===== src/rtl/clk_lane_pkg.sv =====
package clk_lane_pkg;
  localparam int unsigned TIME_W = 8;
  localparam int unsigned N_EN   = 2;
  localparam int unsigned EN_HS  = 0;
  localparam int unsigned EN_LP  = 1;

  typedef enum logic [2:0] {
    ST_STOP  = 3'd0,
    ST_LPX   = 3'd1,
    ST_PREP  = 3'd2,
    ST_ZERO  = 3'd3,
    ST_HSCLK = 3'd4,
    ST_POST  = 3'd5,
    ST_TRAIL = 3'd6
  } lane_st_e;
endpackage


===== src/rtl/clk_lane_ivl.sv =====
// Phase interval counter: loaded on phase entry, counts down to 1 and holds.
module clk_lane_ivl #(
  parameter int unsigned W = 8
) (
  input  logic         clk,
  input  logic         rst_n,
  input  logic         clr,
  input  logic         load,
  input  logic [W-1:0] load_val,
  output logic         last
);
  localparam logic [W-1:0] ONE = {{(W-1){1'b0}}, 1'b1};

  logic [W-1:0] cnt;

  always_ff @(posedge clk or negedge rst_n) begin
    if (!rst_n) begin
      cnt <= '0;
    end else if (clr) begin
      cnt <= '0;
    end else if (load) begin
      // a zero count still yields one cycle in the phase
      cnt <= (load_val == '0) ? ONE : load_val;
    end else if (cnt > ONE) begin
      cnt <= cnt - ONE;
    end
  end

  assign last = (cnt <= ONE);
endmodule


===== src/rtl/clk_lane_fsm.sv =====
module clk_lane_fsm
  import clk_lane_pkg::*;
#(
  parameter int unsigned TW = 8
) (
  input  logic          clk,
  input  logic          rst_n,
  input  logic          hold_stop,
  input  logic          hs_req,
  input  logic          ivl_last,
  input  logic [TW-1:0] t_lpx,
  input  logic [TW-1:0] t_prepare,
  input  logic [TW-1:0] t_zero,
  input  logic [TW-1:0] t_pre,
  input  logic [TW-1:0] t_post,
  input  logic [TW-1:0] t_trail,
  output logic          ivl_clr,
  output logic          ivl_load,
  output logic [TW-1:0] ivl_val,
  output logic          fsm_hs_en,
  output logic          fsm_lp_en,
  output logic          hs_ack,
  output logic          tx_stop,
  output logic          hs_active
);
  lane_st_e state, nxt;
  logic     pre_done;

  always_comb begin
    nxt      = state;
    ivl_load = 1'b0;
    ivl_val  = '0;
    unique case (state)
      ST_STOP: if (hs_req) begin
        nxt = ST_LPX;   ivl_load = 1'b1; ivl_val = t_lpx;
      end
      ST_LPX: if (ivl_last) begin
        nxt = ST_PREP;  ivl_load = 1'b1; ivl_val = t_prepare;
      end
      ST_PREP: if (ivl_last) begin
        nxt = ST_ZERO;  ivl_load = 1'b1; ivl_val = t_zero;
      end
      ST_ZERO: if (ivl_last) begin
        nxt = ST_HSCLK; ivl_load = 1'b1; ivl_val = t_pre;
      end
      ST_HSCLK: if (!hs_req) begin
        nxt = ST_POST;  ivl_load = 1'b1; ivl_val = t_post;
      end
      ST_POST: if (ivl_last) begin
        nxt = ST_TRAIL; ivl_load = 1'b1; ivl_val = t_trail;
      end
      ST_TRAIL: if (ivl_last) begin
        nxt = ST_STOP;
      end
      default: nxt = ST_STOP;
    endcase
    if (hold_stop) begin
      nxt      = ST_STOP;
      ivl_load = 1'b0;
    end
  end

  assign ivl_clr = hold_stop;

  always_ff @(posedge clk or negedge rst_n) begin
    if (!rst_n) begin
      state    <= ST_STOP;
      pre_done <= 1'b0;
    end else begin
      state    <= nxt;
      pre_done <= (state == ST_HSCLK) && (nxt == ST_HSCLK) && (pre_done || ivl_last);
    end
  end

  assign hs_ack    = (state == ST_HSCLK) && pre_done;
  assign tx_stop   = (state == ST_STOP);
  assign fsm_lp_en = (state == ST_STOP) || (state == ST_LPX);
  assign hs_active = (state == ST_PREP) || (state == ST_ZERO) || (state == ST_HSCLK) ||
                     (state == ST_POST) || (state == ST_TRAIL);
  assign fsm_hs_en = hs_active;
endmodule


===== src/rtl/clk_lane_drv.sv =====
// Per-enable source select with power-down gating.
module clk_lane_drv #(
  parameter int unsigned N = 2
) (
  input  logic         pwr_down,
  input  logic [N-1:0] fsm_en,
  input  logic [N-1:0] sel,
  input  logic [N-1:0] regv,
  output logic [N-1:0] ana_en
);
  for (genvar g = 0; g < N; g++) begin : g_en
    assign ana_en[g] = !pwr_down && (sel[g] ? regv[g] : fsm_en[g]);
  end
endmodule


===== src/rtl/clk_lane_seq.sv =====
module clk_lane_seq
  import clk_lane_pkg::*;
#(
  parameter int unsigned TW = TIME_W
) (
  input  logic          clk,
  input  logic          rst_n,
  input  logic          soft_rst_lane,
  input  logic          soft_rst_phy,
  input  logic          pwr_down,
  input  logic          bias_ready,
  input  logic          hs_req,
  output logic          hs_ack,
  input  logic [TW-1:0] t_lpx,
  input  logic [TW-1:0] t_prepare,
  input  logic [TW-1:0] t_zero,
  input  logic [TW-1:0] t_pre,
  input  logic [TW-1:0] t_post,
  input  logic [TW-1:0] t_trail,
  input  logic          hs_en_sel,
  input  logic          hs_en_reg,
  input  logic          lp_en_sel,
  input  logic          lp_en_reg,
  output logic          ana_hs_en,
  output logic          ana_lp_en,
  output logic [3:0]    lane_status
);
  logic          hold_stop;
  logic          ivl_clr, ivl_load, ivl_last;
  logic [TW-1:0] ivl_val;
  logic          fsm_hs_en, fsm_lp_en, tx_stop, hs_active;
  logic [N_EN-1:0] fsm_en, en_sel, en_reg, ana_en;

  assign hold_stop = soft_rst_lane || soft_rst_phy || pwr_down;

  clk_lane_ivl #(.W(TW)) u_ivl (
    .clk      (clk),
    .rst_n    (rst_n),
    .clr      (ivl_clr),
    .load     (ivl_load),
    .load_val (ivl_val),
    .last     (ivl_last)
  );

  clk_lane_fsm #(.TW(TW)) u_fsm (
    .clk       (clk),
    .rst_n     (rst_n),
    .hold_stop (hold_stop),
    .hs_req    (hs_req),
    .ivl_last  (ivl_last),
    .t_lpx     (t_lpx),
    .t_prepare (t_prepare),
    .t_zero    (t_zero),
    .t_pre     (t_pre),
    .t_post    (t_post),
    .t_trail   (t_trail),
    .ivl_clr   (ivl_clr),
    .ivl_load  (ivl_load),
    .ivl_val   (ivl_val),
    .fsm_hs_en (fsm_hs_en),
    .fsm_lp_en (fsm_lp_en),
    .hs_ack    (hs_ack),
    .tx_stop   (tx_stop),
    .hs_active (hs_active)
  );

  always_comb begin
    fsm_en[EN_HS] = fsm_hs_en;
    fsm_en[EN_LP] = fsm_lp_en;
    en_sel[EN_HS] = hs_en_sel;
    en_sel[EN_LP] = lp_en_sel;
    en_reg[EN_HS] = hs_en_reg;
    en_reg[EN_LP] = lp_en_reg;
  end

  clk_lane_drv #(.N(N_EN)) u_drv (
    .pwr_down (pwr_down),
    .fsm_en   (fsm_en),
    .sel      (en_sel),
    .regv     (en_reg),
    .ana_en   (ana_en)
  );

  assign ana_hs_en   = ana_en[EN_HS];
  assign ana_lp_en   = ana_en[EN_LP];
  assign lane_status = {bias_ready, tx_stop, 1'b0, hs_active};
endmodule


===== config.mk =====
export PLATFORM = sky130hd
export DESIGN_NAME = clk_lane_seq
export DESIGN_NICKNAME = d
export VERILOG_FILES = /design/src/rtl/clk_lane_pkg.sv /design/src/rtl/clk_lane_ivl.sv /design/src/rtl/clk_lane_fsm.sv /design/src/rtl/clk_lane_drv.sv /design/src/rtl/clk_lane_seq.sv
export SDC_FILE = /design/constraint.sdc
export NUM_CORES = 1
export LEC_CHECK = 0
export ABC_AREA = 1
export BUFFER_PORTS_ARGS = -buffer_cell sky130_fd_sc_hd__buf_2
export CAP_MARGIN = 20
export CELL_PAD_IN_SITES_DETAIL_PLACEMENT = 1
export CELL_PAD_IN_SITES_GLOBAL_PLACEMENT = 1
export CORE_ASPECT_RATIO = 1.5
export CORE_MARGIN = 4
export CORE_UTILIZATION = 30
export DETAILED_ROUTE_END_ITERATION = 16
export PLACE_DENSITY = 0.8
export SYNTH_ARGS = -nofsm -noshare
export SYNTH_HDL_FRONTEND = slang
export SYNTH_HIERARCHICAL = 1
export SYNTH_SLANG_ARGS = --single-unit

===== constraint.sdc =====
create_clock -name clk -period 2.58 [get_ports clk]
set_clock_uncertainty 0.15 [all_clocks]
set_input_delay 0 -clock clk [delete_from_list [all_inputs] [get_ports clk]]
set_output_delay 0 -clock clk [all_outputs]
set_load 0.03 [all_outputs]

==> metrics <==
H-tree level count 1; CTS tree yes; Slowest cell on crit path dfrtp_1; max layer used met4; clk buf depth 2; Final period util between 90% and 100%; final setup margin 0.154 ns; Worst path max stage delay roughly 0.42 ns; CP endpoint kind register; Core Footprint 5910 um2; cell area after synthesis 1850 um2; f_max 412 MHz; fill count 851; MaxCap Viol Count 0; min-delay worst type in2reg; final RePlAce weighted congestion 0.840; Reg-to-Reg End u_ivl/cnt[0]$_DFFE_PN0P_; synth warn 6; Final TNS setup 0 ns; final setup vio count 0; Crit Path Max Fanout 12; hold path startpoint hs_req; Worst Setup Path Type reg2reg; Worst R2R Setup Slack 0.15 ns; area delta synth->final 26.8%; Die X 72.1 um; Worst VDD drop about 0.00014 V; dpl ws 0.100 ns; fin nets 460; flops & latches, synth 12; Tmin final 2.43 ns; Distinct cells, synth 29; total CTS buffers 3; Metal-1 WL 2410 um; syn_area_per_cell 5.49 um2; drt total wl 6340 um; Ports 66; largest net degree at the start of global routing 26; most frequent cells in the layout nand2_1, buf_2, nor2_1; initial antenna violation count 0; Clock Sinks 12; status finished, final reports clean; Most common cell on crit path nand2_1; R2R cell count 16; drt drc 0; EDFF count, synth 0; Gate power share 51.3%; clk slew on worst S/H paths 0.06 ns; Vias per Instance 4.84; crit-path leading delay family simple AND/OR/NAND/NOR gates; Switching Fraction 38.0%; CTS root buf clkbuf_8; Buf+Inv Stages, Crit Path 3; Slew Viols, Final 0; dpl hpwl approximately 5000 um; Hold Path Stages 3; Initial Utilization 31.3%; Sw Pwr about 0.00032 W; Seq/Total Area, Yosys 16.2%; multi-input logic area 1230 um2; commonest non-fill, non-tap cell in the layout nand2_1; grt total ovfl 0; Total Routing Usage GR 16.9%; Met3 Wirelength 195 um; CP cell instances inv_2 -> ha_4 -> inv_1 -> nand2_1 -> nand2_2 -> nor2_8 -> clkbuf_16 -> nand2_1 -> nand3b_1 -> nand2_1 -> nor2_1 -> a21oi_1 -> nand3b_1 -> o21ai_0 -> nand3_1 -> nand2_1; register area 300 um2; Syn Nets roughly 400; Int Pwr 0.000526 W; DR WL/cell 13.6 um; post-route ant nets 0; WHS Endpoint u_fsm/state[0]$_DFF_PN0_; Worst Hold Slack 0.00967 ns; sequential power share 24.1%; PortBufs 62; met2 routed WL 3650 um; final hold viol count 0; Placement Rows 34; first-pass GRT wire length 10500 um; worst r2r src u_ivl/cnt[0]$_DFFE_PN0P_; ant diodes 0; main flop type after synthesis dfrtp_1; TritonRoute pass-1 iters 4; Worst Path Arrival 2.41 ns; share of cells above drive strength 1 a little over a quarter; Clock Power Share 24.6%; Vias 2258; full die area between 7000 and 8000 um2; critical path required time 2.56 ns; Die H 104 um; PwrDens 362 nW/um2; number of global-route vias before repair 2382; Leakage 1.42 nW; latest clock arrival within the worst-skew pair 0.24 ns; Cells after Synth 337; ys async rst share 100%; Util after Layout 39.7%; CP Launch Type register; 1st-iter DRT viols 52
[worst min-delay path: cells and delay by family]
kind,cells,cell delay [ns]
AO/OA/AOI/OAI,1,0.09
buffers and inverters,1,0.13
AND/OR/NAND/NOR,1,0.13
[cells by family (layout without fill, tap and decap cells)]
group,Yosys count,in the layout,synth area share (%)
xor+xnor,2,2,0.947
fa+ha+maj,5,5,3.38
flops,12,12,16.2
compound gates,32,32,9.20
simple gates,211,211,51.6
other cells,1,1,0.203
buf+inv,74,132,18.4
[power by group through the flow]
stage,logic (W),registers [W],clock network (W)
detailed placement,0.000363,0.000207,0
global route,0.000489,0.000206,0.000219
CTS,0.000370,0.000204,0.000216
finish,0.000435,0.000204,0.000209
global placement,0.000353,0.000207,0
floorplan,0.000250,0.000204,0
[through the flow]
step | cell area [um2] | power [W] | std cells
4_1_cts | 2240 | 0.000790 | 462
3_5_place_dp | 2170 | 0.000571 | 456
3_3_place_gp | 2170 | 0.000560 | 456
2_1_floorplan | 1850 | 0.000454 | 337
5_1_grt | 2340 | 0.000914 | 467
6_report | 2340 | 0.000848 | 467
[registers in the layout, indices dropped and copies added (netlist names)]
signal	cells
u_fsm/pre_done	1
u_ivl/cnt	8
u_fsm/state	3
[cell usage after synthesis (6+ instances only)]
master,number,area [um2]
nor2_1,53,199
buf_4,12,90.1
inv_1,48,180
nand3_1,27,135
nand2_1,97,364
dfrtp_1,12,300
nor3_1,8,40.0
a21oi_1,21,105
buf_2,8,40.0
nand3b_1,10,75.1
o21ai_0,6,30.0
[how the worst max path moves through the flow]
stage	slack [ns]	cells after the start	to	startpoint
after floorplan	0.06	17	u_ivl/cnt[1]$_DFFE_PN0P_	u_ivl/cnt[0]$_DFFE_PN0P_
after global placement	0.20	16	u_ivl/cnt[1]$_DFFE_PN0P_	u_ivl/cnt[0]$_DFFE_PN0P_
after detailed placement	0.10	15	u_ivl/cnt[1]$_DFFE_PN0P_	u_ivl/cnt[0]$_DFFE_PN0P_
after CTS	0.05	16	u_ivl/cnt[0]$_DFFE_PN0P_	u_ivl/cnt[0]$_DFFE_PN0P_
after global routing	-0.02	17	u_ivl/cnt[5]$_DFFE_PN0P_	u_ivl/cnt[0]$_DFFE_PN0P_
final	0.15	16	u_ivl/cnt[0]$_DFFE_PN0P_	u_ivl/cnt[0]$_DFFE_PN0P_
[repair_timing]
item | in CTS | in global routing
setup buffers | 0 | 3
gates resized for setup | 0 | 8
endpoints found under the setup margin | 0 | 8
endpoints found under the hold margin | 13 | 0
hold buffers | 2 | 0
[final cells by class]
| class | count | share of cell area, % |
|---|---|---|
| timing repair buffer | 76 | 20.1 |
| sequential | 12 | 12.8 |
| inverter | 52 | 8.32 |
| tap | 72 | 3.84 |
| multi-input combinational | 251 | 52.6 |
| clock buffer | 4 | 2.35 |
[layer usage]
layer / GRT usage (%) / vias up
li1: - / 1140
met1: 18.6 / 1067
met2: 33.2 / 47
met3: 0.870 / 4
met4: 4.44 / 0
met5: 0 / -
Power figures use the tool's default switching activity.
